`src/rtl/irq_evt_pkg.sv`:
```
package irq_evt_pkg;
  localparam int FLAG_W   = 8;
  localparam int VEC_W    = 12;
  localparam int VEC_STEP = 4;
  localparam int IDX_W    = $clog2(FLAG_W);

  localparam int BIT_DIV0 = 0;
  localparam int BIT_TMR0 = 1;
  localparam int BIT_PORT = 2;
  localparam int BIT_DIV1 = 4;
  localparam int BIT_TMR1 = 7;

  localparam logic [FLAG_W-1:0] USED_MASK =
    FLAG_W'((1 << BIT_DIV0) | (1 << BIT_TMR0) | (1 << BIT_PORT) |
            (1 << BIT_DIV1) | (1 << BIT_TMR1));
endpackage

```
`src/rtl/irq_evt_flags.sv`:
```
module irq_evt_flags #(
  parameter int                FLAG_W    = 8,
  parameter logic [FLAG_W-1:0] USED_MASK = '1
) (
  input  logic              clk_i,
  input  logic              rst_ni,
  input  logic [FLAG_W-1:0] set_i,
  input  logic [FLAG_W-1:0] clr_i,
  output logic [FLAG_W-1:0] flags_o
);
  logic [FLAG_W-1:0] flags_q;

  // set dominates clear so a coincident event is never lost
  always_ff @(posedge clk_i or negedge rst_ni) begin
    if (!rst_ni) flags_q <= '0;
    else         flags_q <= ((flags_q & ~clr_i) | set_i) & USED_MASK;
  end

  assign flags_o = flags_q;
endmodule

```
`src/rtl/irq_evt_prio.sv`:
```
module irq_evt_prio #(
  parameter int FLAG_W   = 8,
  parameter int VEC_W    = 12,
  parameter int VEC_STEP = 4,
  localparam int IDX_W   = $clog2(FLAG_W)
) (
  input  logic [FLAG_W-1:0] pend_i,
  output logic              any_o,
  output logic [FLAG_W-1:0] win_o,
  output logic [VEC_W-1:0]  vec_o
);
  logic [IDX_W-1:0] idx;

  // scan high to low so the lowest pending bit is kept last
  always_comb begin
    win_o = '0;
    idx   = '0;
    for (int i = FLAG_W - 1; i >= 0; i--) begin
      if (pend_i[i]) begin
        win_o    = '0;
        win_o[i] = 1'b1;
        idx      = i[IDX_W-1:0];
      end
    end
  end

  assign any_o = |pend_i;
  assign vec_o = any_o ? VEC_W'((32'(idx) + 1) * VEC_STEP) : '0;
endmodule

```
`src/rtl/irq_evt_gate.sv`:
```
module irq_evt_gate #(
  parameter int FLAG_W = 8
) (
  input  logic              clk_i,
  input  logic              rst_ni,
  input  logic              accept_i,
  input  logic              en_i,
  input  logic              dis_i,
  input  logic              wr_i,
  input  logic [FLAG_W-1:0] wr_data_i,
  output logic [FLAG_W-1:0] ien_o,
  output logic              gie_o
);
  logic [FLAG_W-1:0] ien_q;
  logic              gie_q;

  always_ff @(posedge clk_i or negedge rst_ni) begin
    if (!rst_ni)   ien_q <= '0;
    else if (wr_i) ien_q <= wr_data_i;
  end

  // blocking events override re-arming in the same cycle
  always_ff @(posedge clk_i or negedge rst_ni) begin
    if (!rst_ni)            gie_q <= 1'b0;
    else if (accept_i)      gie_q <= 1'b0;
    else if (dis_i)         gie_q <= 1'b0;
    else if (en_i || wr_i)  gie_q <= 1'b1;
  end

  assign ien_o = ien_q;
  assign gie_o = gie_q;
endmodule

```
`src/rtl/irq_evt_ctrl.sv`:
```
module irq_evt_ctrl
  import irq_evt_pkg::*;
(
  input  logic              clk_i,
  input  logic              rst_ni,
  input  logic              evt_div0_i,
  input  logic              evt_tmr0_i,
  input  logic              evt_port_i,
  input  logic              evt_div1_i,
  input  logic              evt_tmr1_i,
  input  logic              gie_en_i,
  input  logic              gie_dis_i,
  input  logic              ien_wr_i,
  input  logic [FLAG_W-1:0] ien_data_i,
  input  logic              flag_clr_i,
  input  logic [FLAG_W-1:0] flag_clr_mask_i,
  input  logic              ack_i,
  input  logic              hold_i,
  output logic              irq_o,
  output logic [VEC_W-1:0]  vec_o,
  output logic [FLAG_W-1:0] win_o,
  output logic              wake_o,
  output logic [FLAG_W-1:0] evt_flags_o
);
  logic [FLAG_W-1:0] set_vec, clr_vec, flags, ien, pend;
  logic              gie_q, accept, any;

  always_comb begin
    set_vec           = '0;
    set_vec[BIT_DIV0] = evt_div0_i;
    set_vec[BIT_TMR0] = evt_tmr0_i;
    set_vec[BIT_PORT] = evt_port_i;
    set_vec[BIT_DIV1] = evt_div1_i;
    set_vec[BIT_TMR1] = evt_tmr1_i;
  end

  assign accept  = ack_i & irq_o;
  assign clr_vec = (flag_clr_i ? flag_clr_mask_i : '0) | (accept ? win_o : '0);

  irq_evt_flags #(.FLAG_W(FLAG_W), .USED_MASK(USED_MASK)) u_flags (
    .clk_i   (clk_i),
    .rst_ni  (rst_ni),
    .set_i   (set_vec),
    .clr_i   (clr_vec),
    .flags_o (flags)
  );

  irq_evt_gate #(.FLAG_W(FLAG_W)) u_gate (
    .clk_i     (clk_i),
    .rst_ni    (rst_ni),
    .accept_i  (accept),
    .en_i      (gie_en_i),
    .dis_i     (gie_dis_i),
    .wr_i      (ien_wr_i),
    .wr_data_i (ien_data_i),
    .ien_o     (ien),
    .gie_o     (gie_q)
  );

  assign pend = gie_q ? (flags & ien & USED_MASK) : '0;

  irq_evt_prio #(.FLAG_W(FLAG_W), .VEC_W(VEC_W), .VEC_STEP(VEC_STEP)) u_prio (
    .pend_i (pend),
    .any_o  (any),
    .win_o  (win_o),
    .vec_o  (vec_o)
  );

  assign irq_o       = any;
  assign wake_o      = hold_i & irq_o;
  assign evt_flags_o = flags;
endmodule

```
`config.mk`:
```
export PLATFORM = sky130hd
export DESIGN_NAME = irq_evt_ctrl
export DESIGN_NICKNAME = d
export VERILOG_FILES = /design/src/rtl/irq_evt_pkg.sv /design/src/rtl/irq_evt_flags.sv /design/src/rtl/irq_evt_prio.sv /design/src/rtl/irq_evt_gate.sv /design/src/rtl/irq_evt_ctrl.sv
export SDC_FILE = /design/constraint.sdc
export NUM_CORES = 1
export LEC_CHECK = 0
export BUFFER_PORTS_ARGS = -buffer_cell sky130_fd_sc_hd__clkbuf_2
export CAP_MARGIN = 15
export CORE_ASPECT_RATIO = 1.25
export CORE_MARGIN = 1.5
export CORE_UTILIZATION = 43
export CTS_CLUSTER_SIZE = 10
export DETAILED_ROUTE_END_ITERATION = 7
export PLACE_DENSITY_LB_ADDON = 0.3
export SLEW_MARGIN = 20
export SYNTH_ARGS = -nofsm -noshare
export SYNTH_HDL_FRONTEND = slang
export SYNTH_HIERARCHICAL = 1
export SYNTH_SLANG_ARGS = --single-unit
export TNS_END_PERCENT = 30
```
`constraint.sdc`:
```
create_clock -name clk_i -period 2.6 [get_ports clk_i]
set_input_delay 0.52 -clock clk_i [delete_from_list [all_inputs] [get_ports clk_i]]
set_output_delay 0.52 -clock clk_i [all_outputs]
set_load 0.01 [all_outputs]
```
==> results of run 1 <==
report_power, final:
group	internal, mW	switching (mW)	leakage (nW)
Combinational	0.0757	0.0797	0.447
Clock	0.0590	0.0460	0.0150
Sequential	0.186	0.00996	0.122
Total	0.320	0.136	0.584
what timing repair did:
item / 4_1_cts / 5_1_grt
endpoints found under the setup margin: 1 / 4
endpoints found under the hold margin: 0 / 0
setup buffers: 1 / 1
resized for setup: 4 / 6
pin swaps: 0 / 4
final timing paths:
| kind | end | slack [ns] | cells past startpoint |
|---|---|---|---|
| max | win_o[7] | 0.07 | 4 |
| min | u_gate/ien_o[0] | 0.13 | 1 |
| max reg2reg | u_flags/flags_o[7] | 0.49 | 6 |
| min reg2reg | u_flags/flags_o[1] | 0.50 | 1 |
| max in group asynchronous | u_gate/ien_o[2] | 2.27 | 1 |
| min in group clk_i | u_gate/gie_o | 0.43 | 2 |
area by class of cell:
| type | count | area share |
|---|---|---|
| Multi-Input combinational cell | 75 | 0.4879 |
| Clock buffer | 4 | 0.02417 |
| Tap cell | 19 | 0.02186 |
| Inverter | 7 | 0.02417 |
| Sequential cell | 11 | 0.2532 |
| Timing Repair Buffer | 40 | 0.1887 |
flip-flops by register name, indices dropped and copies added, names as in the netlist:
signal	flops
u_gate/ien_o	5
u_flags/flags_o	5
u_gate/gie_o	1
per-stage QoR:
| step | instance area (um2) | total power [mW] |
|---|---|---|
| detailed placement | 1010 | 0.3446 |
| global route | 1087 | 0.4857 |
| finish | 1087 | 0.4561 |
| floorplan | 924.6 | 0.3090 |
| CTS | 1056 | 0.4568 |
| global placement | 1010 | 0.3400 |
per-layer routing:
metal	vias up	wire, um
li1	374	-
met2	29	885
met5	-	0
met4	0	10
met1	343	687
met3	2	121
==> impl_metrics.toml, run 1 <==
[global_route]
grt_max_degree = 12
gr-usage-met1 = 0.1656
first_global_vias = 634
grt_pass1_wl_um = 2566
gr-usage-all-layers = 0.1509
grt.busiest_layer = "met2"
globalRoute.totalOverflow = 0
grtUsageMet3 = 0.01379
groute.layer.met2.usage = 0.2923
antenna_found_initial = 0

[route]
route.final.wire_length_um = 1704
routed_wire_length_per_instance_um = 10.92
drt_pre_antenna_iters = 2
drt_iter0_markers = 4
via_per_inst = 4.795
number_of_nets_with_antenna_violations_after_routing = 0
via_count = 748
drc = 0

[timing]
finalSetupViolations = 0
clock_skew_ns = 0.0003817
worst-slew-pin-transition_ns = 0.5625
final_critical_path_setup_slack_ns = 0.06662
fin_setup_tns_ns = 0
maxSlewHeadroom = 0.6215
fin_hold_ws_ns = 0.1268
final.min_clock_period_ns = 2.533
timing.final.crit_share = 0.9744
timing_hold_violations_final = 0
final-max-slew-violation-count = 0
rsz0062_at_grt = "true"
fmaxAchievable_mhz = 394.7

[final_layout]
multi_input_area_um2 = 530.5
fin_cells = 156
layout.nets = 168
most-common-layout-cells = "38 x clkbuf_2, 25 x conb_1, 11 x dfrtp_1"
area.sequential_um2 = 275.3
final_design_utilization = 0.6014
area_growth_pct = 29.12
fraction_of_final_layout_cells_sized_beyond_drive_strength_1 = 0.4453
fillers = 173
most_common_library_cell_in_the_layout_ignoring_fill_and_taps = "clkbuf_2"
antenna_cells = 0

[clock_tree]
cts_tree = "done"
htree_num_levels = 1
clock_sinks = 11
hold_buffers = 0
cts-buffers-inserted = 3
root_buffer = "clkbuf_4"
cts.clk_slew.worst_paths_ns = 0.06
clock_latency_ns = 0.25
clock_path_buffers = 2

[synthesis]
avg_inst_size_synth_um2 = 9.569
post_syn_area_um2 = 842.1
netlist_instances = 88
synth_warnings = 6

[critical_path]
critPathLaunch = "u_gate/gie_o"
rr_startpoint = "u_gate/gie_o"
critPathMaxFanout = 6
timing.critical_path.cells = "and3_1 > or4_4 > nor4_2 > clkbuf_2"
worst_setup_path_start_kind = "flip-flop"
endpoint_kind = "output pin"
crit_path_max_incr_delay_ns = 0.59
crit_type = "reg -> out"
critical-path-top-delay-family = "simple AND/OR/NAND/NOR gates"
critPathArrivalTime_ns = 2.01
worst_path_max_delay_cell = "or4_4"
crit_buf_inv = 1
cp_data_required_time_ns = 2.08

[floorplan]
initial_util = 0.4657
core.rowCount = 17
die_width_um = 42.58
die_area_mm2 = 0.002234
die_h_um = 52.48
core_box_area_mm2 = 0.001808
io_pins = 59

[placed_design]
finalWeightedCongestion = 0.9002
preCtsSetupSlack_ns = 0.2575
dp.cells = 150
dpl_hpwl_um = 1481
port_buffers = 38

[power_and_ir_drop]
power_leakage_nw = 0.5835
pwr_density_cell_mw_per_mm2 = 419.5
ir_drop_v = 0.0003332

[worst_hold_path]
worst_hold_check_path_type = "in -> async"

[job]
drv_cap = 0

[status]
outcome = "finished, final reports clean"
No activity file was read; power rests on OpenSTA's default activity.
==> inputs of run 2 (changes only) <==
Settings changed: CORE_UTILIZATION 43 to 39, MAX_ROUTING_LAYER from default to met4, SYNTH_HIERARCHICAL 1 to default.
==> run 2 against run 1 <==
Against the previous run:
- critical path depth is 2 higher
- wire length is 7.3% lower
- critical endpoint is now vec_o[4]
- die area is 0.40% higher
- largest cell class unchanged
- clock power is 8% higher
- register-to-register slack better by 0.69 ns
- maximum frequency is 5.7% higher
- count of clock-buffer cells in the layout stayed put
- critical path type unchanged
- first-iteration DRC count is 50% higher
- area after synthesis is 8.9% lower
- highest routed layer unchanged
- hold slack worse by 0.0081 ns
- utilization is 8.0 points lower
==> impl_metrics.toml, run 2 <==
[critical_path]
cp_data_required_time_ns = 2.08
worst_r2r_path_depth = 4
worst_r2r_endpoint = "u_flags.flags_o[0]"
crit_path_max_incr_delay_ns = 0.59
timing.critical_path.cells = "nand3_1 > a22oi_1 > ha_1 > nor2_1 > mux2_2 > clkbuf_2"
critical-path-top-delay-family = "flip-flops"
regToRegSetupSlack_ns = 1.18
critPathArrivalTime_ns = 1.88
crit_buf_inv = 1
critPathMaxFanout = 15
crit_type = "reg -> out"
worst_setup_path_start_kind = "flip-flop"
endpoint_kind = "output pin"
worst_path_max_delay_cell = "dfrtp_1"
rr_startpoint = "u_gate.gie_o"

[route]
via_count = 715
drc = 0
route.final.wire_length_um = 1580
number_of_nets_with_antenna_violations_after_routing = 0
met2_wirelength_um = 842
via_per_inst = 5.000
maxUsedRoutingLayer = "met4"
drt_iter0_markers = 6
routed_wire_length_per_instance_um = 11.05
drt_pre_antenna_iters = 3
detailed_route_wirelength_on_metal3_um = 108
wl_met1_um = 613

[synthesis]
post_syn_area_um2 = 767.0
yosys_register_bits = 11
synth_warnings = 0
netlist_instances = 85
yosys-top-cells-area = "dfrtp_1 36%, buf_4 14%, nand2_1 8.8%, mux2_2 8.8%, a21oi_1 3.3%"
avg_inst_size_synth_um2 = 9.023
yosysMostFrequentCell = "nand2_1"
yosysSeqAreaShare = 0.3589
synth_top_flop_cell = "dfrtp_1"
yosysTopAreaCellShare = 0.3589
library_cell_with_the_largest_summed_area_after_synthesis = "dfrtp_1"
number_of_distinct_library_cell_variants_in_the_gate_level_netlist_after_synthesis = 27
async_flop_share = 1.000
synth.top_cells.by_count = "18 x nand2_1, 14 x buf_4, 11 x dfrtp_1"
number_of_synthesized_flops_with_an_enable_pin = 0

[clock_tree]
root_buffer = "clkbuf_4"
cts_tree = "done"
htree_num_levels = 1
clock_sinks = 11
cts_repair_resize_count = 0
hold_buffers = 0
cts-buffers-inserted = 3
clock_path_buffers = 2
post-cts-setup-buffer-count = 0
clock_latency_ns = 0.26
cts.clk_slew.worst_paths_ns = 0.07

[floorplan]
io_pins = 59
die_h_um = 52.58
die_area_mm2 = 0.002243
die_width_um = 42.67
core_box_area_mm2 = 0.001808
initial_util = 0.4242
core.rowCount = 17

[timing]
rsz0062_at_grt = "false"
fmaxAchievable_mhz = 417.2
fin_setup_tns_ns = 0
timing.final.crit_share = 0.9218
finalSetupViolations = 0
clock_skew_ns = 0.003605
timing_hold_violations_final = 0
final.min_clock_period_ns = 2.397
fin_hold_ws_ns = 0.1188
final-max-slew-violation-count = 0

[global_route]
grt_pass1_wl_um = 2497
globalRoute.totalOverflow = 0
gr-usage-all-layers = 0.1541
antenna_found_initial = 0
first_global_vias = 647
grt_max_degree = 16

[power_and_ir_drop]
pwr_density_cell_mw_per_mm2 = 491.4
report.power.total_mw = 0.4630
power_leakage_nw = 0.4991
ir_drop_v = 0.0003330

[final_layout]
most-common-layout-cells = "38 x clkbuf_2, 18 x nand2_1, 14 x conb_1"
most_common_library_cell_in_the_layout_ignoring_fill_and_taps = "clkbuf_2"
antenna_cells = 0
fraction_of_final_layout_cells_sized_beyond_drive_strength_1 = 0.4435
final_design_utilization = 0.5211
layout.nets = 155
area_growth_pct = 22.84

[placed_design]
port_buffers = 38
dpl_hpwl_um = 1321
finalWeightedCongestion = 0.7771

[status]
outcome = "finished, final reports clean"

[worst_hold_path]
worst_hold_check_path_type = "in -> async"

[job]
drv_cap = 0
## run 2: report_power, final
group	internal, mW	switching (mW)	leakage (nW)
combinational	0.0657	0.0735	0.363
sequential	0.187	0.0241	0.121
clock	0.0593	0.0537	0.0150
## run 2: how the worst max path moves through the flow
stage	depth (start not counted)	startpoint	end	slack [ns]
3_5_place_dp	7	u_flags.flags_o[4]	vec_o[4]	0.48
3_3_place_gp	7	u_flags.flags_o[4]	vec_o[4]	0.51
2_1_floorplan	5	u_flags.flags_o[1]	vec_o[4]	0.67
5_1_grt	6	u_gate.gie_o	vec_o[4]	0.03
6_report	6	u_gate.gie_o	vec_o[4]	0.20
4_1_cts	7	u_flags.flags_o[4]	vec_o[4]	0.19
## run 2: layout make-up
type	count	area [um2]
fill	190	865.8
multi-input combinational	70	422.9
sequential	11	275.3
timing repair buffer	38	190.2
clock buffer	4	26.28
tap	19	23.77
inverter	1	3.754
## run 2: cells by family after synthesis
kind of cell             share of synthesized area
AND/OR/NAND/NOR                             0.1990
AO/OA/AOI/OAI                               0.1795
buffers and inverters                       0.1533
flip-flops                                  0.3589
multiplexers                               0.08809
adder cells (fa/ha/maj)                    0.01631
other                                     0.004889
## run 2: stage by stage
step / setup slack (ns) / cells / area (um2)
after floorplan: 0.6727 / 98 / 815.8
after global placement: 0.5113 / 139 / 915.9
after detailed placement: 0.4847 / 139 / 915.9
after CTS: 0.1936 / 143 / 942.2
after global routing: 0.03179 / 143 / 942.2
final: 0.2032 / 143 / 942.2
## run 2: worst reg2reg max path, stage by stage, from the launching register on
cell	delay [ns]
dfrtp_1	0.59
and3_1	0.28
nor2_1	0.07
a21oi_1	0.23
a31oi_1	0.13
## run 2: layer usage
metal | vias to the layer above | global-route usage
li1 | 353 | -
met1 | 329 | 0.1570
met5 | - | -
met2 | 31 | 0.2854
met3 | 2 | 0.01034
met4 | 0 | 0.09375
